$ cat src/rtl/card_clk_pkg.sv
package card_clk_pkg;
  parameter int DIV_W       = 8;
  parameter int DATA_W      = 32;
  parameter int INIT_CYCLES = 74;
  localparam int RISE_W     = $clog2(INIT_CYCLES + 1);

  localparam logic [1:0] SEL_CTRL = 2'd0;
  localparam logic [1:0] SEL_MODE = 2'd1;
  localparam logic [1:0] SEL_CMD  = 2'd2;

  localparam int CTRL_ON_BIT   = 0;
  localparam int CTRL_OFF_BIT  = 1;
  localparam int CTRL_RST_BIT  = 7;
  localparam int MODE_RDP_BIT  = 11;
  localparam int MODE_WRP_BIT  = 12;
  localparam int CMD_SPC_LO    = 8;
  localparam logic [2:0] SPC_INIT = 3'd1;

  typedef struct packed {
    logic             run;
    logic             stall;
    logic [DIV_W-1:0] div;
  } clkCtl_t;

  typedef struct packed {
    logic rise;
    logic fall;
  } clkEvt_t;
endpackage

$ cat src/rtl/card_clk_ctrl.sv
module card_clk_ctrl
  import card_clk_pkg::*;
(
  input  logic              clk,
  input  logic              rstN,
  input  logic              wrEn,
  input  logic [1:0]        wrSel,
  input  logic [DATA_W-1:0] wrData,
  input  logic              rxFull,
  input  logic              txEmpty,
  input  clkEvt_t           evt,
  output clkCtl_t           ctl,
  output logic              cmdReady,
  output logic              ifEnabled,
  output logic              rdProofOn,
  output logic              wrProofOn
);
  logic [DIV_W-1:0]  divReg;
  logic [RISE_W-1:0] risesLeft;
  logic              burstBusy;
  logic              ctrlWr, modeWr, initWr;

  assign ctrlWr = wrEn && (wrSel == SEL_CTRL);
  assign modeWr = wrEn && (wrSel == SEL_MODE);
  assign initWr = wrEn && (wrSel == SEL_CMD) &&
                  (wrData[CMD_SPC_LO +: 3] == SPC_INIT);

  always_ff @(posedge clk or negedge rstN) begin
    if (!rstN) begin
      ifEnabled <= 1'b0;
      divReg    <= '0;
      rdProofOn <= 1'b0;
      wrProofOn <= 1'b0;
      cmdReady  <= 1'b1;
      burstBusy <= 1'b0;
      risesLeft <= '0;
    end else if (ctrlWr && wrData[CTRL_RST_BIT]) begin
      ifEnabled <= 1'b0;
      divReg    <= '0;
      rdProofOn <= 1'b0;
      wrProofOn <= 1'b0;
      cmdReady  <= 1'b1;
      burstBusy <= 1'b0;
      risesLeft <= '0;
    end else begin
      if (ctrlWr) begin
        if (wrData[CTRL_OFF_BIT])     ifEnabled <= 1'b0;
        else if (wrData[CTRL_ON_BIT]) ifEnabled <= 1'b1;
      end
      if (modeWr) begin
        divReg    <= wrData[DIV_W-1:0];
        rdProofOn <= wrData[MODE_RDP_BIT];
        wrProofOn <= wrData[MODE_WRP_BIT];
      end
      if (initWr && !burstBusy) begin
        burstBusy <= 1'b1;
        cmdReady  <= 1'b0;
        risesLeft <= RISE_W'(INIT_CYCLES);
      end else if (burstBusy) begin
        if (evt.rise && risesLeft != '0)
          risesLeft <= risesLeft - 1'b1;
        if (evt.fall && risesLeft == '0) begin
          burstBusy <= 1'b0;
          cmdReady  <= 1'b1;
        end
      end
    end
  end

  always_comb begin
    ctl.run   = ifEnabled;
    ctl.stall = (rdProofOn && rxFull) || (wrProofOn && txEmpty);
    ctl.div   = divReg;
  end
endmodule

$ cat src/rtl/card_clk_div.sv
module card_clk_div
  import card_clk_pkg::*;
(
  input  logic    clk,
  input  logic    rstN,
  input  clkCtl_t ctl,
  output clkEvt_t evt,
  output logic    cardClk
);
  logic [DIV_W-1:0] phaseCnt;
  logic [DIV_W-1:0] activeDiv;
  logic             parked;
  logic             toggle;

  assign parked = !cardClk && ctl.stall;
  assign toggle = ctl.run && !parked && (phaseCnt == activeDiv);

  always_comb begin
    evt.rise = toggle && !cardClk;
    evt.fall = toggle && cardClk;
  end

  always_ff @(posedge clk or negedge rstN) begin
    if (!rstN) begin
      phaseCnt  <= '0;
      activeDiv <= '0;
      cardClk   <= 1'b0;
    end else if (!ctl.run) begin
      phaseCnt  <= '0;
      activeDiv <= ctl.div;
      cardClk   <= 1'b0;
    end else if (parked) begin
      phaseCnt  <= phaseCnt;
    end else if (toggle) begin
      phaseCnt  <= '0;
      activeDiv <= ctl.div;
      cardClk   <= !cardClk;
    end else begin
      phaseCnt  <= phaseCnt + 1'b1;
    end
  end
endmodule

$ cat src/rtl/card_clk_gen.sv
module card_clk_gen
  import card_clk_pkg::*;
(
  input  logic              clk,
  input  logic              rstN,
  input  logic              wrEn,
  input  logic [1:0]        wrSel,
  input  logic [DATA_W-1:0] wrData,
  input  logic              rxFull,
  input  logic              txEmpty,
  output logic              cardClk,
  output logic              cmdReady,
  output logic              ifEnabled
);
  clkCtl_t ctlBus;
  clkEvt_t evtBus;
  logic    rdProofOn, wrProofOn;

  card_clk_ctrl i_ctrl (
    .clk(clk), .rstN(rstN), .wrEn(wrEn), .wrSel(wrSel), .wrData(wrData),
    .rxFull(rxFull), .txEmpty(txEmpty), .evt(evtBus), .ctl(ctlBus),
    .cmdReady(cmdReady), .ifEnabled(ifEnabled),
    .rdProofOn(rdProofOn), .wrProofOn(wrProofOn)
  );

  card_clk_div i_div (
    .clk(clk), .rstN(rstN), .ctl(ctlBus), .evt(evtBus), .cardClk(cardClk)
  );
endmodule

$ cat config.mk
export PLATFORM = sky130hd
export DESIGN_NAME = card_clk_gen
export DESIGN_NICKNAME = d
export VERILOG_FILES = /design/src/rtl/card_clk_pkg.sv /design/src/rtl/card_clk_ctrl.sv /design/src/rtl/card_clk_div.sv /design/src/rtl/card_clk_gen.sv
export SDC_FILE = /design/constraint.sdc
export NUM_CORES = 1
export LEC_CHECK = 0
export ABC_AREA = 0
export CORE_UTILIZATION = 40
export DETAILED_ROUTE_END_ITERATION = 10
export DONT_BUFFER_PORTS = 1
export HOLD_SLACK_MARGIN = 0.12
export PLACE_DENSITY_LB_ADDON = 0.12
export REMOVE_ABC_BUFFERS = 1
export SKIP_LAST_GASP = 1
export SLEW_MARGIN = 30
export SYNTH_ARGS = -nofsm -noshare
export SYNTH_HDL_FRONTEND = slang
export SYNTH_SLANG_ARGS = --single-unit
$ cat constraint.sdc
create_clock -name clk -period 3.8 [get_ports clk]
set_input_delay 0.76 -clock clk [delete_from_list [all_inputs] [get_ports clk]]
set_output_delay 0.76 -clock clk [all_outputs]
set_load 0.05 [all_outputs]
==> flow_summary.json, run 1 <==
{
  "status": "finished, final reports clean",
  "cap_viol_max_count": 0,
  "muxShareOfSynthArea_pct": 6.40,
  "setup_tns_ns": 0,
  "vias": 1257,
  "grt.met1_usage_pct": 25.2,
  "p_leak_nw": 0.924,
  "dr.first_iter.drc_count": 84,
  "yosys.area.top_type": "dfrtp_1",
  "die_y_um": 71.9,
  "drc_errors": 0,
  "grt_pass1_wl_um": 6670,
  "utilization_pct": 45.1,
  "p_per_area_nw_per_um2": 581,
  "synthXorXnorAreaFrac_pct": 8.32,
  "synth_cell_type_count": 46,
  "setup_viol": 0,
  "dieArea_um2": 5170,
  "period_share_pct": 54.3,
  "initial_utilization_pct": 41.4,
  "dpl.hpwl_um": 2790,
  "hold-worst-slack_ns": 0.156,
  "async_flop_share_pct": 100,
  "hp-class": "in2async",
  "synth_top_family_by_area": "simple AND/OR/NAND/NOR gates",
  "final-hold-violation-count": 0,
  "synth_seq_area_share_pct": 47.4,
  "chipWidth_um": 71.9,
  "drive_gt1_share_pct": 18.0,
  "met2_usage_pct": 24.0,
  "rsz0062_at_grt": "false",
  "firstDrtPassIters": 4,
  "cts_root_buffer": "clkbuf_8",
  "ys_top_cells_by_count": "dfrtp_1 (36), nor2_1 (17), xnor2_1 (12)",
  "antenna_cells": 0,
  "arrival_ns": 2.24,
  "first_global_vias": 1269,
  "clk_pin_slew_ns": 0.08,
  "clk-insertion-delay-late_ns": 0.29,
  "h-tree-depth": 2,
  "ys_dominant_reg_cell": "dfrtp_1",
  "critPathMaxFanout": 14,
  "clock_path_buffers": 2,
  "cts_sinks": 37,
  "crit_type": "reg2reg",
  "busiest_layer": "met1",
  "crit_start": "i_div.cardClk",
  "grt_max_degree": 38,
  "fp.coreArea_um2": 4720,
  "ioPinCount": 42,
  "yosys_warnings": 0,
  "cts_buffers": 5,
  "vias_per_cell": 5.26,
  "worstMarginPinSlew_ns": 0.849,
  "nets": 213,
  "synth_area_leaders": "dfrtp_1 (46%), xnor2_1 (5.4%), a22o_1 (4.9%), nor2_1 (3.3%), mux2_4 (3.1%)",
  "cts_resized": 0,
  "synth_seq_cells": 37,
  "yosys.area.top_type_share_pct": 46.1,
  "hold_buffers": 0,
  "antenna_found_initial": 0,
  "cts_setup_buffers": 0,
  "routed_wl_um": 3820,
  "synthCells": 167,
  "syn_area_per_cell_um2": 11.7,
  "critPathLaunchType": "register",
  "finalPower_w": 0.00124,
  "period_needed_ns": 2.06,
  "crit_path_end_kind": "register",
  "r2r-start": "i_div.cardClk",
  "yosysMostFrequentCell": "dfrtp_1",
  "required_ns": 3.97,
  "post_drt_wl_per_cell_um": 16.0,
  "drtAntennaViolNets": 0,
  "num_rows": 25,
  "vdd_drop_max_uv": 212,
  "final_max_slew_viol_count": 0,
  "io_buffers": 0,
  "cts_tree": "built",
  "syn_area_um2": 1950,
  "slew_headroom_pct": 43.4,
  "synth_compound_area_share_pct": 11.6,
  "routabilityCongestion": 0.754,
  "grt-ovfl-total": 0,
  "synth_fa_ha_area_share_pct": 1.92,
  "clock_skew_ns": 0.0110,
  "area_growth_pct": 8.90,
  "track_usage_pct": 17.2,
  "grt_use_met3_pct": 5.14,
  "yosys.area_share.simple_pct": 22.4,
  "fmax_mhz": 484,
  "synth_edf_count": 0
}
[critical path, stage by stage (launching register included)]
cell and delay [ns]:
dfrtp_1 0.77, nor2_1 0.22, nor3_4 0.30, nand2b_4 0.31
mux2_1 0.35
[final cells by class]
type	instances	area (um2)
fillers	435	2590
multi-input cells	123	990
flip-flops and latches	37	927
well taps	67	83.8
clock buffers	5	68.8
clock inverters	3	43.8
inverters	4	15.0
[cell usage in the layout, fill, tap and decap left out, types with 5 or more instances in the layout]
cell and n:
clkbuf_8 5, dfrtp_1 36, nor2_1 17, nand2_1 10
a22o_1 11, xnor2_1 12, and3_1 6
[per-layer routing]
| layer | wire length (um) | share of wire, % |
|---|---|---|
| met5 | 0 | 0 |
| met3 | 186 | 4.9 |
| met2 | 1600 | 42 |
| met1 | 1980 | 52 |
| met4 | 54 | 1.4 |
[final timing paths]
path,slack [ns],end,depth (start not counted)
worst max-delay path,1.74,i_div.activeDiv[3],4
worst min-delay path,0.16,i_div.phaseCnt[1],0
worst max register to register,1.74,i_div.activeDiv[3],4
worst min register to register,0.50,i_div.activeDiv[5],1
max in group asynchronous,3.46,i_ctrl.cmdReady,0
min in group clk,0.50,i_div.activeDiv[5],1
[per-stage QoR]
stage | cells | instance area (um2) | setup slack [ns]
floorplan | 164 | 1930 | 1.69
global placement | 231 | 2020 | 1.52
finish | 239 | 2130 | 1.74
CTS | 239 | 2130 | 1.73
detailed placement | 231 | 2020 | 1.49
global route | 239 | 2130 | 1.65
[power breakdown]
part | switching (W) | internal (W) | leakage, nW
Combinational | 0.000171 | 0.000160 | 0.383
Clock | 0.000150 | 0.000197 | 0.0585
Sequential | 0.0000944 | 0.000464 | 0.483
[flip-flops by register name, indices dropped and copies added (netlist names)]
signal,count
i_div.cardClk,1
i_ctrl.rdProofOn,1
i_div.activeDiv,8
i_ctrl.cmdReady,1
i_ctrl.burstBusy,1
i_div.phaseCnt,8
i_ctrl.risesLeft,7
i_ctrl.wrProofOn,1
i_ctrl.divReg,8
i_ctrl.ifEnabled,1
[cell families after synthesis]
family | count (synthesis)
AND/OR/NAND/NOR | 66
flip-flops | 37
AO/OA/AOI/OAI | 28
XOR/XNOR | 16
multiplexers | 10
buffers and inverters | 7
adder cells (fa/ha/maj) | 3
Note: power is estimated with default switching activity, not from simulation.
==> run 2, diff against run 1 <==
==> constraint.sdc (replaced) <==
create_clock -name clk -period 2.05 [get_ports clk]
set_input_delay 0.41 -clock clk [delete_from_list [all_inputs] [get_ports clk]]
set_output_delay 0.41 -clock clk [all_outputs]
set_load 0.05 [all_outputs]
==> run 2 against run 1 <==
Routed wire length decreased by 1.9%. Critical path depth increased by 1. Sequential power increased by 81%. Cell area increased by 3.2%. Register-to-register slack got worse by 1.5 ns. Total power increased by 86%. Setup slack got worse by 1.5 ns. Core utilization increased by 1.4 points. Critical path type unchanged. Largest power group unchanged.
==> flow_summary.json, run 2 (synthesis results as in run 1) <==
{
  "layout.cells.most_common_list": "dfrtp_1 (36), nor2_1 (17), xnor2_1 (12)",
  "firstDrtPassIters": 4,
  "first_global_vias": 1359,
  "routed_wl_um": 3750,
  "cap_viol_max_count": 0,
  "crit_slowest_cell": "dfrtp_1",
  "n_fill_cell": 437,
  "final_max_slew_viol_count": 0,
  "p_switching_w": 0.000762,
  "worstMarginPinSlew_ns": 0.745,
  "num_rows": 25,
  "arrival_ns": 2.00,
  "grt-ovfl-total": 0,
  "vdd_drop_max_uv": 435,
  "status": "finished, final reports clean",
  "clk-insertion-delay-late_ns": 0.29,
  "drtAntennaViolNets": 0,
  "die_y_um": 71.9,
  "grt_max_degree": 38,
  "critPathMaxFanout": 14,
  "slew_headroom_pct": 50.0,
  "dr.first_iter.drc_count": 52,
  "power.share.clock_pct": 27.3,
  "cts_root_buffer": "clkbuf_8",
  "setup_tns_ns": 0,
  "chipWidth_um": 71.9,
  "fmax_mhz": 547,
  "max_stage_delay_ns": 0.44,
  "critPathLaunchType": "register",
  "dpl.hpwl_um": 2830,
  "cts_resized": 0,
  "fp.coreArea_um2": 4720,
  "cts_buffers": 5,
  "grt_pass1_wl_um": 6690,
  "period_needed_ns": 1.83,
  "drive_gt1_share_pct": 20.7,
  "required_ns": 2.22,
  "io_buffers": 0,
  "placed_area_um2": 2050,
  "comb_power_share_pct": 28.9,
  "rsz0062_at_grt": "false",
  "fin_area_um2": 2200,
  "layout_commonest_cell": "dfrtp_1",
  "routabilityCongestion": 0.779,
  "vias_per_cell": 5.24,
  "track_usage_pct": 17.3,
  "cp.buffers_inverters": 0,
  "cp_cell_sequence": "xnor2_1 > nand4_4 > nor3_4 > nand2b_4 > mux2_1",
  "path_delay_family": "simple AND/OR/NAND/NOR gates",
  "vias": 1290,
  "area_growth_pct": 12.4,
  "clock_skew_ns": 0.00682,
  "antenna_cells": 0,
  "nets": 220,
  "ioPinCount": 42,
  "dieArea_um2": 5170,
  "post_drt_wl_per_cell_um": 15.2,
  "crit_type": "reg2reg",
  "initial_utilization_pct": 41.4,
  "clk_pin_slew_ns": 0.08,
  "crit_path_end_kind": "register",
  "antenna_found_initial": 0,
  "hp-class": "in2reg",
  "cts_sinks": 37,
  "setup_viol": 0,
  "power_frac_seq_pct": 43.8,
  "p_int_w": 0.00154,
  "p_leak_nw": 0.962,
  "clock_path_buffers": 2,
  "final-hold-violation-count": 0,
  "h-tree-depth": 2,
  "drc_errors": 0,
  "cts_tree": "built",
  "swShare_pct": 33.1,
  "p_per_area_nw_per_um2": 1050,
  "period_share_pct": 89.2,
  "reg_top3": "i_ctrl.divReg (8), i_div.activeDiv (8), i_div.phaseCnt (8)"
}
[run 2: changes by cell type in the layout (fill, tap and decap cells not counted)]
cell	previous run	this run
buf_12	0	1
dlygate4sd3_1	0	1
buf_4	0	5
[run 2: cell type report]
| cell class | count | area (um2) | area share [%] |
|---|---|---|---|
| multi-input combinational | 123 | 990 | 45.1 |
| sequential | 37 | 927 | 42.2 |
| tap | 67 | 83.8 | 3.82 |
| clock buffer | 5 | 68.8 | 3.13 |
| timing repair buffer | 7 | 67.6 | 3.08 |
| clock inverter | 3 | 43.8 | 1.99 |
| inverter | 4 | 15.0 | 0.684 |
[run 2: stage by stage]
step / hold WS [ns] / utilization [%] / cells / worst slack [ns] / power, W
CTS: 0.250 / 46.5 / 246 / 0.176 / 0.00234
detailed placement: 0.116 / 43.5 / 236 / 0.215 / 0.00168
global route: 0.241 / 46.5 / 246 / 0.105 / 0.00246
finish: 0.261 / 46.5 / 246 / 0.221 / 0.00230
floorplan: 0.114 / - / 164 / 0.186 / 0.00154
global placement: 0.116 / 43.5 / 236 / 0.249 / 0.00166
[run 2: worst paths after layout]
kind | slack [ns] | end | depth (start not counted) | from
max | 0.22 | i_div.activeDiv[4] | 5 | i_div.phaseCnt[4]
min | 0.26 | i_ctrl.rdProofOn | 1 | wrData[11]
max reg2reg | 0.22 | i_div.activeDiv[4] | 5 | i_div.phaseCnt[4]
min reg2reg | 0.51 | i_ctrl.divReg[4] | 1 | i_ctrl.divReg[4]
max in group asynchronous | 1.23 | i_ctrl.cmdReady | 2 | rstN
min in group asynchronous | 0.57 | i_div.phaseCnt[2] | 2 | rstN
[run 2: layer usage]
| metal | routed length (um) | GRT usage (%) | part of all wire, % | vias up |
|---|---|---|---|---|
| li1 | - | - | - | 619 |
| met1 | 1840 | 24.2 | 49 | 640 |
| met2 | 1620 | 25.5 | 43 | 26 |
| met3 | 245 | 6.11 | 6.5 | 5 |
| met4 | 40 | 5.23 | 1.1 | 0 |
| met5 | 0 | 0 | 0 | - |
[run 2: what timing repair did]
item | CTS | global route
hold endpoints to repair | 37 | 0
hold buffers | 2 | 0
setup buffers | 0 | 0
[run 2: power by group through the flow]
stage | logic, W | registers (W) | clock network (W)
after floorplan | 0.000536 | 0.00101 | 0
after global placement | 0.000641 | 0.00102 | 0
after detailed placement | 0.000656 | 0.00102 | 0
after CTS | 0.000679 | 0.00101 | 0.000651
after global routing | 0.000743 | 0.00103 | 0.000688
final | 0.000666 | 0.00101 | 0.000630
